--- src/rtl/mbx_pkg.sv ---
package mbx_pkg;
  localparam int BYTE_W   = 8;
  localparam int DATA_OFS = 0;   // data port
  localparam int CTRL_OFS = 4;   // status on read, command on write
  localparam int INTC_OFS = 8;   // reserved, reads zero

  localparam logic [BYTE_W-1:0] CMD_FETCH = 8'h80;
  localparam logic [BYTE_W-1:0] CMD_STORE = 8'h81;

  localparam int ST_OBF = 0;
  localparam int ST_IBF = 1;
  localparam int ST_CMD = 3;

  typedef enum logic [1:0] {
    SEQ_IDLE,
    SEQ_RD_IDX,
    SEQ_WR_IDX,
    SEQ_WR_VAL
  } seqState_t;

  typedef struct packed {
    logic captureIn;   // latch the host byte
    logic captureCmd;  // latched byte came through the command port
    logic saveIdx;     // keep the index for a pending store
    logic loadOut;     // capture fetched value, raise OBF
    logic dropOut;     // clear OBF
    logic useIdxReg;   // core address from saved index
  } mbxStrobe_t;
endpackage

--- src/rtl/mbx_ctrl.sv ---
module mbx_ctrl
  import mbx_pkg::*;
#(
  parameter int HOST_AW     = 4,
  parameter int CONSUME_LAT = 3
) (
  input  logic                 clk,
  input  logic                 rstN,
  input  logic [HOST_AW-1:0]   hostAddr,
  input  logic                 hostWrEn,
  input  logic                 hostRdEn,
  input  logic [BYTE_W-1:0]    inByte,
  input  logic                 inIsCmd,
  output mbxStrobe_t           strobe,
  output logic                 ibf,
  output logic                 regRdEn,
  output logic                 regWrEn
);
  localparam int CW = $clog2(CONSUME_LAT + 1);
  localparam logic [HOST_AW-1:0] ADDR_DATA = HOST_AW'(DATA_OFS);
  localparam logic [HOST_AW-1:0] ADDR_CTRL = HOST_AW'(CTRL_OFS);

  logic hitData, hitCtrl, accept, consume;
  seqState_t seqQ, seqD;

  assign hitData = (hostAddr == ADDR_DATA);
  assign hitCtrl = (hostAddr == ADDR_CTRL);
  assign accept  = hostWrEn && !ibf && (hitData || hitCtrl);

  generate
    if (CONSUME_LAT <= 1) begin : g_direct
      assign consume = ibf;
    end else begin : g_count
      logic [CW-1:0] cnt;
      always_ff @(posedge clk) begin
        if (!rstN) begin
          cnt <= '0;
        end else if (accept) begin
          cnt <= CW'(CONSUME_LAT);
        end else if (ibf && cnt != CW'(1)) begin
          cnt <= cnt - CW'(1);
        end
      end
      assign consume = ibf && (cnt == CW'(1));
    end
  endgenerate

  always_ff @(posedge clk) begin
    if (!rstN) begin
      ibf <= 1'b0;
    end else if (accept) begin
      ibf <= 1'b1;
    end else if (consume) begin
      ibf <= 1'b0;
    end
  end

  always_comb begin
    seqD = seqQ;
    if (consume) begin
      if (inIsCmd) begin
        if (inByte == CMD_FETCH)      seqD = SEQ_RD_IDX;
        else if (inByte == CMD_STORE) seqD = SEQ_WR_IDX;
        else                          seqD = SEQ_IDLE;
      end else begin
        case (seqQ)
          SEQ_WR_IDX: seqD = SEQ_WR_VAL;
          default:    seqD = SEQ_IDLE;
        endcase
      end
    end
  end

  always_ff @(posedge clk) begin
    if (!rstN) seqQ <= SEQ_IDLE;
    else       seqQ <= seqD;
  end

  logic dataByteIn;
  assign dataByteIn = consume && !inIsCmd;

  always_comb begin
    strobe            = '0;
    strobe.captureIn  = accept;
    strobe.captureCmd = hitCtrl;
    strobe.saveIdx    = dataByteIn && (seqQ == SEQ_WR_IDX);
    strobe.loadOut    = dataByteIn && (seqQ == SEQ_RD_IDX);
    strobe.dropOut    = (hostRdEn && hitData) || (consume && inIsCmd);
    strobe.useIdxReg  = (seqQ == SEQ_WR_VAL);
  end

  assign regRdEn = strobe.loadOut;
  assign regWrEn = dataByteIn && (seqQ == SEQ_WR_VAL);
endmodule

--- src/rtl/mbx_dpath.sv ---
module mbx_dpath
  import mbx_pkg::*;
#(
  parameter int HOST_AW = 4,
  parameter int IDX_W   = 8
) (
  input  logic                 clk,
  input  logic                 rstN,
  input  mbxStrobe_t           strobe,
  input  logic                 ibf,
  input  logic [HOST_AW-1:0]   hostAddr,
  input  logic [BYTE_W-1:0]    hostWrData,
  input  logic [BYTE_W-1:0]    regRdData,
  output logic [BYTE_W-1:0]    inByte,
  output logic                 inIsCmd,
  output logic                 obf,
  output logic [BYTE_W-1:0]    hostRdData,
  output logic [IDX_W-1:0]     regAddr,
  output logic [BYTE_W-1:0]    regWrData
);
  localparam logic [HOST_AW-1:0] ADDR_DATA = HOST_AW'(DATA_OFS);
  localparam logic [HOST_AW-1:0] ADDR_CTRL = HOST_AW'(CTRL_OFS);

  logic [IDX_W-1:0]  idxReg;
  logic [BYTE_W-1:0] outBuf;
  logic [BYTE_W-1:0] statusByte;

  always_ff @(posedge clk) begin
    if (!rstN) begin
      inByte  <= '0;
      inIsCmd <= 1'b0;
    end else if (strobe.captureIn) begin
      inByte  <= hostWrData;
      inIsCmd <= strobe.captureCmd;
    end
  end

  always_ff @(posedge clk) begin
    if (!rstN)               idxReg <= '0;
    else if (strobe.saveIdx) idxReg <= inByte[IDX_W-1:0];
  end

  always_ff @(posedge clk) begin
    if (!rstN) begin
      outBuf <= '0;
      obf    <= 1'b0;
    end else if (strobe.loadOut) begin
      outBuf <= regRdData;
      obf    <= 1'b1;
    end else if (strobe.dropOut) begin
      obf    <= 1'b0;
    end
  end

  always_comb begin
    statusByte         = '0;
    statusByte[ST_OBF] = obf;
    statusByte[ST_IBF] = ibf;
    statusByte[ST_CMD] = inIsCmd;
  end

  always_comb begin
    if (hostAddr == ADDR_DATA)      hostRdData = outBuf;
    else if (hostAddr == ADDR_CTRL) hostRdData = statusByte;
    else                            hostRdData = '0;
  end

  assign regAddr   = strobe.useIdxReg ? idxReg : inByte[IDX_W-1:0];
  assign regWrData = inByte;
endmodule

--- src/rtl/mbx_reg_port.sv ---
module mbx_reg_port
  import mbx_pkg::*;
#(
  parameter int HOST_AW     = 4,
  parameter int IDX_W       = 8,
  parameter int CONSUME_LAT = 3
) (
  input  logic               clk,
  input  logic               rstN,
  input  logic [HOST_AW-1:0] hostAddr,
  input  logic               hostWrEn,
  input  logic [7:0]         hostWrData,
  input  logic               hostRdEn,
  output logic [7:0]         hostRdData,
  output logic               regRdEn,
  output logic               regWrEn,
  output logic [IDX_W-1:0]   regAddr,
  output logic [7:0]         regWrData,
  input  logic [7:0]         regRdData
);
  mbxStrobe_t        strobe;
  logic              ibfW, obfW, inIsCmd;
  logic [BYTE_W-1:0] inByte;

  mbx_ctrl #(.HOST_AW(HOST_AW), .CONSUME_LAT(CONSUME_LAT)) u_ctrl (
    .clk(clk), .rstN(rstN), .hostAddr(hostAddr), .hostWrEn(hostWrEn),
    .hostRdEn(hostRdEn), .inByte(inByte), .inIsCmd(inIsCmd),
    .strobe(strobe), .ibf(ibfW), .regRdEn(regRdEn), .regWrEn(regWrEn)
  );

  mbx_dpath #(.HOST_AW(HOST_AW), .IDX_W(IDX_W)) u_dpath (
    .clk(clk), .rstN(rstN), .strobe(strobe), .ibf(ibfW),
    .hostAddr(hostAddr), .hostWrData(hostWrData), .regRdData(regRdData),
    .inByte(inByte), .inIsCmd(inIsCmd), .obf(obfW),
    .hostRdData(hostRdData), .regAddr(regAddr), .regWrData(regWrData)
  );
endmodule

--- config.mk ---
export PLATFORM = sky130hd
export DESIGN_NAME = mbx_reg_port
export DESIGN_NICKNAME = d
export VERILOG_FILES = /design/src/rtl/mbx_pkg.sv /design/src/rtl/mbx_ctrl.sv /design/src/rtl/mbx_dpath.sv /design/src/rtl/mbx_reg_port.sv
export SDC_FILE = /design/constraint.sdc
export NUM_CORES = 1
export LEC_CHECK = 0
export BUFFER_PORTS_ARGS = -buffer_cell sky130_fd_sc_hd__buf_2
export CAP_MARGIN = 30
export CORE_MARGIN = 8
export CORE_UTILIZATION = 53
export CTS_CLUSTER_DIAMETER = 50
export DETAILED_ROUTE_END_ITERATION = 12
export PLACE_DENSITY = 0.86
export SKIP_CTS_REPAIR_TIMING = 1
export SLEW_MARGIN = 20
export SYNTH_ARGS = -nofsm -noshare
export SYNTH_HDL_FRONTEND = slang
export SYNTH_SLANG_ARGS = --single-unit
--- constraint.sdc ---
create_clock -name clk -period 3.23 [get_ports clk]
set_input_delay 0.1615 -clock clk [delete_from_list [all_inputs] [get_ports clk]]
set_output_delay 0.1615 -clock clk [all_outputs]
set_load 0.03 [all_outputs]
==> reports/metrics.cfg, run 1 <==
[status]
status=complete, no violations

[cts]
clock_sinks=31
clock_latency_ns=0.33
cts-root-buf=clkbuf_4
cts_made_buffers=5
htree_levels=2
clock_path_buffers=2
path_clk_slew_ns=0.10
cts_tree=yes

[drt]
routed_via_density=5.72
drt-initial-drc-count=111
top_layer_used=met4
via_count=1452
wl_per_cell_um=14.8
wl_met3_um=205
drt_first_pass_iters=4
wl_met2_um=1980
m1WireLength_um=1530
drtAntennaViolNets=0
drc_errors=0
wl_um=3770

[setup_path]
required_ns=3.07
cp-end-kind=output port
startpoint_type=register
critPathKind=register to output port
critical_path_arrival_ns=1.83
path_max_fanout=18

[layout]
final_cell_mix=50 x buf_2, 31 x dfxtp_1, 28 x a21oi_1, 26 x nand3_1, 26 x o21ai_0
fillCellCount=253
utilization_pct=64.8
antenna_cells=0
drive_gt1_share_pct=29.6
fin_cells=254
syn_to_final_growth_pct=18.3
final_common_cell=buf_2
nets=247

[pwr]
power.density_mw_per_mm2=379
p_seq_share_pct=58.8
p_int_mw=0.495
switching_power_mw=0.171
leakagePower_nw=0.724
comb_power_share_pct=9.3
vdd.ir_drop.worst_mv=0.329
swShare_pct=25.7
power_frac_clock_pct=31.9

[logic_synthesis]
netlist.top_cell.by_area=dfxtp_1
netlist.area_leader.share_pct=41.8
synth.area.top_cells=dfxtp_1 42%, a21oi_1 9.4%, nand3_1 8.8%
ys_seq_area_share_pct=41.8
synth.distinct_cells=31
syn-num-nets=202
netlist_area_mm2=0.00148
yosysWarnings=0
synthArstFlopShare_pct=0
ys_dominant_reg_cell=dfxtp_1
ys_ff_latch=31
synth_edf_count=0
syn_inst=177
syn_avg_cell_area_um2=8.38

[timing]
layout_setup_ws_ns=1.24
fmax_mhz=502
setup_tns_ns=0
final.min_clock_period_ns=1.99
worst_pin_slew_ns=0.854
slew_headroom_pct=43.0
hold_violations=0
setup_viol=0
finalCritPeriodShare_pct=61.7
maxSlewViolCount=0
rsz0062_at_grt=no
skew_ns=0.00701

[global_routing]
grt_pass1_wl_um=6290
grt_antenna_before_repair=0
grt.total_usage_pct=17.1
first_global_vias=1414
gr-total-overflow=0
grt_max_degree=30

[floorplanning]
die_y_um=68.9
io_pins=50
row_count=19
fp.dieArea_mm2=0.00475
die_x_um=68.9
start_util_pct=54.8
core_area_mm2=0.00271

[place]
port_buffers=49
hpwl_um=2780
dp_slack_ns=1.60
placed_cells=246
gp_congestion=0.784

[hold_path]
hp-class=primary input to register

[job]
cap_viol_max_count=0

==> per-stage QoR <==
| stage | cell area (µm²) | hold slack [ns] | power, mW |
|---|---|---|---|
| global placement | 1700 | 0.418 | 0.461 |
| detailed placement | 1710 | 0.423 | 0.462 |
| global route | 1760 | 0.0595 | 0.696 |
| CTS | 1760 | 0.0662 | 0.670 |
| floorplan | 1480 | 0.279 | 0.437 |
| finish | 1760 | 0.0741 | 0.666 |
==> sequential cells by signal, summed over array words and instances, names as in the netlist <==
register,flops
u_ctrl.g_count.cnt,2
u_ctrl.ibf,1
u_ctrl.seqQ,2
u_dpath.idxReg,8
u_dpath.inByte,8
u_dpath.inIsCmd,1
u_dpath.obf,1
u_dpath.outBuf,8
==> Yosys cell counts, types with 2 or more instances <==
cell       n
a21oi_1   28
and2_1     5
buf_2      6
buf_4      2
clkbuf_1   2
dfxtp_1   31
inv_1      3
mux2_2     8
mux2i_1    4
nand2_1    4
nand2b_1   4
nand3_1   26
nor2_1     7
nor2b_1    4
nor3_1     2
o21ai_0   26
==> per-layer routing <==
metal  vias to the layer above  GRT usage (%)
li1                        726              -
met1                       684           20.2
met2                        35           28.7
met3                         7           4.20
met4                         0           7.77
met5                         -              0
==> path summary, 6_finish.rpt <==
check                   startpoint                end  slack, ns  cells past startpoint
max          u_ctrl.g_count.cnt[0]            regRdEn       1.24                      4
min                  hostWrData[2]  u_dpath.inByte[2]       0.07                      3
max reg2reg  u_ctrl.g_count.cnt[0]  u_dpath.outBuf[1]       1.60                      4
min reg2reg      u_dpath.outBuf[4]  u_dpath.outBuf[4]       0.48                      2
==> logic make-up (layout without fill, tap and decap cells) <==
group           after synthesis  count (layout)  synth area share, %
fa+ha+maj                     1               1                0.843
buf+inv                      15              61                 5.31
mux                          12              12                 8.77
xor+xnor                      1               1                0.590
simple gates                 58              58                 22.0
flops                        31              31                 41.8
compound gates               59              59                 20.7
==> worst max-delay path, stage by stage (launching register included) <==
cell and delay, ns:
dfxtp_1 0.36, ha_1 0.24, nand3b_1 0.42, nor2_1 0.26
buf_2 0.23
==> cell type report <==
cell class / instances / area (µm²) / area share (%)
clock inverters: 1 / 5.00 / 0.285
inverters: 3 / 11.3 / 0.641
multi-input cells: 131 / 785 / 44.7
well taps: 31 / 38.8 / 2.21
repair buffers: 50 / 250 / 14.3
clock buffers: 7 / 45.0 / 2.57
flip-flops and latches: 31 / 621 / 35.4
==> power by group through the flow <==
stage                     Sequential, mW  Combinational (mW)  Clock [mW]
final                              0.392              0.0618       0.213
after global routing               0.393              0.0675       0.236
after CTS                          0.391              0.0622       0.216
after detailed placement           0.400              0.0620           0
after global placement             0.400              0.0605           0
after floorplan                    0.403              0.0343           0
Note: power is estimated with default switching activity, not from simulation.
==> run 2, diff against run 1 <==
--- a/config.mk
+++ b/config.mk
@@ -5,13 +5,14 @@
 export SDC_FILE = /design/constraint.sdc
 export NUM_CORES = 1
 export LEC_CHECK = 0
+export ABC_AREA = 1
 export BUFFER_PORTS_ARGS = -buffer_cell sky130_fd_sc_hd__buf_2
 export CAP_MARGIN = 30
 export CORE_MARGIN = 8
-export CORE_UTILIZATION = 53
+export CORE_UTILIZATION = 44
 export CTS_CLUSTER_DIAMETER = 50
 export DETAILED_ROUTE_END_ITERATION = 12
-export PLACE_DENSITY = 0.86
+export PLACE_DENSITY = 0.78
 export SKIP_CTS_REPAIR_TIMING = 1
 export SLEW_MARGIN = 20
 export SYNTH_ARGS = -nofsm -noshare
==> constraint.sdc (replaced) <==
create_clock -name clk -period 1.8 [get_ports clk]
set_input_delay 0.09 -clock clk [delete_from_list [all_inputs] [get_ports clk]]
set_output_delay 0.09 -clock clk [all_outputs]
set_load 0.03 [all_outputs]
==> reports/metrics.cfg, run 2 <==
[layout]
regArea_um2=621
drive_gt1_share_pct=26.0
largestRegisters=u_dpath.idxReg: 8 flops, u_dpath.inByte: 8 flops, u_dpath.outBuf: 8 flops
syn_to_final_growth_pct=26.5
nets=287
final_common_cell=nor2_1
fillCellCount=320
fin_area_mm2=0.00179
fin_cells=306
multi_input_area_um2=663
antenna_cells=0
final_cell_mix=53 x nor2_1, 48 x buf_2, 31 x dfxtp_1, 28 x inv_1, 24 x a21oi_1

[floorplanning]
row_count=20
die_x_um=72.8
start_util_pct=46.5
io_pins=50
fp.dieArea_mm2=0.00530
die_y_um=72.8
core_area_mm2=0.00305

[timing]
slew_headroom_pct=69.4
finalCritPeriodShare_pct=92.5
hold_violations=2
skew_ns=0.00748
fmax_mhz=601
maxSlewViolCount=0
rsz0062_at_grt=no
final.min_clock_period_ns=1.67
setup_viol=0
worst_pin_slew_ns=0.458
layout_setup_ws_ns=0.135
hold-worst-slack_ns=-0.000373

[place]
port_buffers=49
hpwl_um=2720
placed_cells=298
gp_congestion=0.799
placed_area_mm2=0.00172
dp_slack_ns=0.346

[drt]
drc_errors=0
drtAntennaViolNets=0
routed_via_density=4.76
via_count=1456
drt_first_pass_iters=4
drt-initial-drc-count=76
wl_um=3540
wl_per_cell_um=11.6

[logic_synthesis]
synth.area.top_cells=dfxtp_1 44%, nor2_1 14%, a21oi_1 8.5%
yosysMostFrequentCell=nor2_1
ys_seq_area_share_pct=43.7
synth-adder-area-share_pct=0.882
synth-compound-area-share_pct=16.8
syn_avg_cell_area_um2=6.85
synth.distinct_cells=23
synthArstFlopShare_pct=0
netlist.area_leader.share_pct=43.7
netlist.top_cell.by_area=dfxtp_1
synth_xor_area_share_pct=0.617
synthSimpleGateAreaFrac_pct=26.8
synth_common_cells=53 x nor2_1, 31 x dfxtp_1, 28 x inv_1, 24 x a21oi_1, 19 x nand2_1
synth_top_family_by_area=simple AND/OR/NAND/NOR gates
ys_dominant_reg_cell=dfxtp_1
yosysWarnings=0
syn_inst=207
synth_edf_count=0
syn-num-nets=232
ys_ff_latch=31
synth_mux_area_share_pct=0.794
netlist_area_mm2=0.00142

[cts]
cts-root-buf=clkbuf_4
clock_path_buffers=2
cts_tree=yes
path_clk_slew_ns=0.09
cts_made_buffers=5
clock_sinks=31
htree_levels=2
clock_latency_ns=0.33

[setup_path]
required_ns=1.71
critical_path_arrival_ns=1.58
rrSetupSlack_ns=0.31
startpoint_type=register
critPathKind=register to output port
path_max_fanout=10
cp-end-kind=output port

[pwr]
vdd.ir_drop.worst_mv=0.443
leakagePower_nw=0.834
power.density_mw_per_mm2=699

[global_routing]
first_global_vias=1436
grtUsageMet3_pct=3.57
grt_pass1_wl_um=6180
grt_antenna_before_repair=0
grt_max_degree=19
grtUsageMet1_pct=15.9
gr-total-overflow=0
grt.total_usage_pct=14.9
grt_busiest_layer=met2
use_met2_pct=25.2

[status]
violations=hold timing
status=complete, but fails checks

[hold_path]
hp-class=primary input to register

[job]
cap_viol_max_count=0

[run 2: area by class of cell]
cell class | instances | share of cell area, %
repair buffers | 54 | 15.9
clock inverters | 1 | 0.279
clock buffers | 6 | 2.86
flip-flops and latches | 31 | 34.6
multi-input cells | 140 | 37.0
inverters | 30 | 6.35
well taps | 44 | 3.07
[run 2: layer usage]
metal	wire (µm)	vias up
met5	0	-
li1	-	767
met3	169	7
met2	1690	33
met4	93	0
met1	1580	649
[run 2: critical path: stages, from the launching register on]
cell	delay (ns)
dfxtp_1	0.40
ha_4	0.18
nand2_2	0.08
nor2_4	0.17
nand2_4	0.10
clkinv_2	0.12
clkbuf_4	0.20
[run 2: through the flow]
step	hold WS [ns]	util (%)	power, mW	setup TNS (ns)
global placement	0.338	56.2	0.851	0
global route	0.000512	58.8	1.31	0
detailed placement	0.346	56.2	0.854	0
CTS	-0.0154	58.0	1.26	-0.0164
floorplan	0.226	-	0.801	0
finish	-0.000373	58.8	1.25	0
[run 2: final timing paths]
path                                       startpoint  cells after the start           endpoint
worst max-delay path            u_ctrl.g_count.cnt[0]                      6            regRdEn
worst min-delay path                    hostWrData[4]                      3  u_dpath.inByte[4]
worst max register to register  u_ctrl.g_count.cnt[0]                      7  u_dpath.idxReg[7]
worst min register to register      u_dpath.idxReg[6]                      2  u_dpath.idxReg[6]
[run 2: kinds of logic after synthesis]
kind of cell	after synthesis
simple gates	91
compound gates	46
buf+inv	36
flops	31
xor+xnor	1
mux	1
fa+ha+maj	1
[run 2: report_power, final]
part	internal, mW	switching (mW)	total, mW
sequential	0.697	0.0120	0.709
combinational	0.0503	0.0813	0.132
clock	0.181	0.233	0.414
total	0.927	0.327	1.25
==> run 3, diff against run 2 <==
--- a/config.mk
+++ b/config.mk
@@ -6,7 +6,7 @@
 export NUM_CORES = 1
 export LEC_CHECK = 0
 export ABC_AREA = 1
-export BUFFER_PORTS_ARGS = -buffer_cell sky130_fd_sc_hd__buf_2
+export BUFFER_PORTS_ARGS = -buffer_cell sky130_fd_sc_hd__buf_4
 export CAP_MARGIN = 30
 export CORE_MARGIN = 8
 export CORE_UTILIZATION = 44
==> reports/metrics.cfg, run 3 (synthesized netlist as in run 2, its figures left out) <==
[cts]
cts-root-buf=clkbuf_4
clock_latency_ns=0.33
cts_made_buffers=5
clock_path_buffers=2
path_clk_slew_ns=0.10
htree_levels=2
cts_tree=yes
clock_sinks=31

[setup_path]
reg2reg_from=u_ctrl.g_count.cnt[0]
slowest_stage=dfxtp_1
reg2reg_to=u_dpath.idxReg[5]
path_max_fanout=10
critical_path_arrival_ns=1.63
cp-end-kind=output port
rrSetupSlack_ns=0.32
reg2regPathDepth=7
path_cells=ha_2 > nand2_2 > nor2_4 > nand2_4 > clkinv_2 > buf_4
required_ns=1.71
critPathKind=register to output port
startpoint_type=register
cpPeakStageDelay_ns=0.39

[layout]
fin_cells=307
fillCellCount=309
drive_gt1_share_pct=25.9
nets=287
antenna_cells=0
regArea_um2=621
final_cell_mix=54 x buf_4, 53 x nor2_1, 31 x dfxtp_1, 28 x inv_1, 24 x a21oi_1
multi_input_area_um2=653
largestRegisters=u_dpath.idxReg: 8 flops, u_dpath.inByte: 8 flops, u_dpath.outBuf: 8 flops
fin_area_mm2=0.00192
syn_to_final_growth_pct=35.1
final_common_cell=buf_4

[drt]
wl_um=3660
drt-initial-drc-count=67
routed_via_density=4.78
wl_per_cell_um=11.9
via_count=1467
drt_first_pass_iters=4
drtAntennaViolNets=0
drc_errors=0

[timing]
hold_violations=0
skew_ns=0.00848
maxSlewViolCount=0
setup_viol=0
slew_headroom_pct=70.1
finalCritPeriodShare_pct=95.4
final.min_clock_period_ns=1.72
fmax_mhz=582
worst_pin_slew_ns=0.448

[floorplanning]
row_count=20
core_area_mm2=0.00305
die_x_um=72.8
start_util_pct=46.5
io_pins=50
die_y_um=72.8
fp.dieArea_mm2=0.00530

[pwr]
swShare_pct=24.6
p_int_mw=0.996
vdd.ir_drop.worst_mv=0.481
p_seq_share_pct=53.6
power_frac_clock_pct=34.9
leakagePower_nw=0.856
switching_power_mw=0.326
power.density_mw_per_mm2=689
comb_power_share_pct=11.5

[place]
placed_area_mm2=0.00184
hpwl_um=2780
placed_cells=298
gp_congestion=0.753
port_buffers=49

[global_routing]
grt_antenna_before_repair=0
grt_busiest_layer=met2
grt_max_degree=19
grtUsageMet3_pct=4.53
first_global_vias=1388
grt.total_usage_pct=14.3
grt_pass1_wl_um=6060
grtUsageMet1_pct=15.9
gr-total-overflow=0
use_met2_pct=24.5

[hold_path]
holdPathEnd=u_dpath.inByte[6]
hold_depth=3
hp-start=hostWrData[6]
hp-class=primary input to register

[job]
cap_viol_max_count=0

[status]
status=complete, no violations

==> run 3: power by group through the flow <==
stage	clock network, mW	logic [mW]	registers, mW
floorplan	0	0.0672	0.734
global placement	0	0.149	0.724
detailed placement	0	0.151	0.724
CTS	0.471	0.151	0.708
global route	0.509	0.166	0.710
finish	0.461	0.152	0.708
==> run 3: critical path: cells and delay by family, from the launching register on <==
family                     cells  cell delay, ns
and+or+nand+nor                3            0.37
buffers and inverters          2            0.30
DFF                            1            0.39
adders and majority gates      1            0.24
==> run 3: area by class of cell <==
| class | count | share of cell area, % |
|---|---|---|
| Clock buffer | 8 | 3.59 |
| Inverter | 30 | 5.94 |
| Multi-Input combinational cell | 140 | 34.1 |
| Sequential cell | 31 | 32.4 |
| Tap cell | 44 | 2.87 |
| Timing Repair Buffer | 54 | 21.1 |
==> run 3: metal layers <==
metal  vias up  part of all wire (%)
met5         -                     0
met1       670                    45
met2        25                    49
li1        767                     -
met4         0                   1.7
met3         5                   3.9
==> run 3: worst max-delay path by stage <==
stage | from | end | slack (ns)
floorplan | u_ctrl.g_count.cnt[0] | regWrEn | 0.36
global placement | u_ctrl.g_count.cnt[0] | u_dpath.idxReg[7] | 0.47
detailed placement | u_ctrl.g_count.cnt[0] | u_dpath.idxReg[6] | 0.43
CTS | u_ctrl.g_count.cnt[0] | regRdEn | 0.06
global route | u_ctrl.g_count.cnt[0] | regRdEn | -0.02
finish | u_ctrl.g_count.cnt[0] | regRdEn | 0.08
==> run 3: per-stage QoR <==
| step | TNS, ns | util, % | power [mW] | setup slack (ns) | hold WS, ns |
|---|---|---|---|---|---|
| floorplan | 0 | - | 0.801 | 0.364 | 0.226 |
| global placement | 0 | 60.2 | 0.872 | 0.472 | 0.335 |
| detailed placement | 0 | 60.2 | 0.875 | 0.434 | 0.345 |
| CTS | 0 | 62.5 | 1.33 | 0.0641 | -0.00282 |
| global route | -0.0160 | 62.8 | 1.39 | -0.0160 | 0.00586 |
| finish | 0 | 62.8 | 1.32 | 0.0827 | 0.00834 |
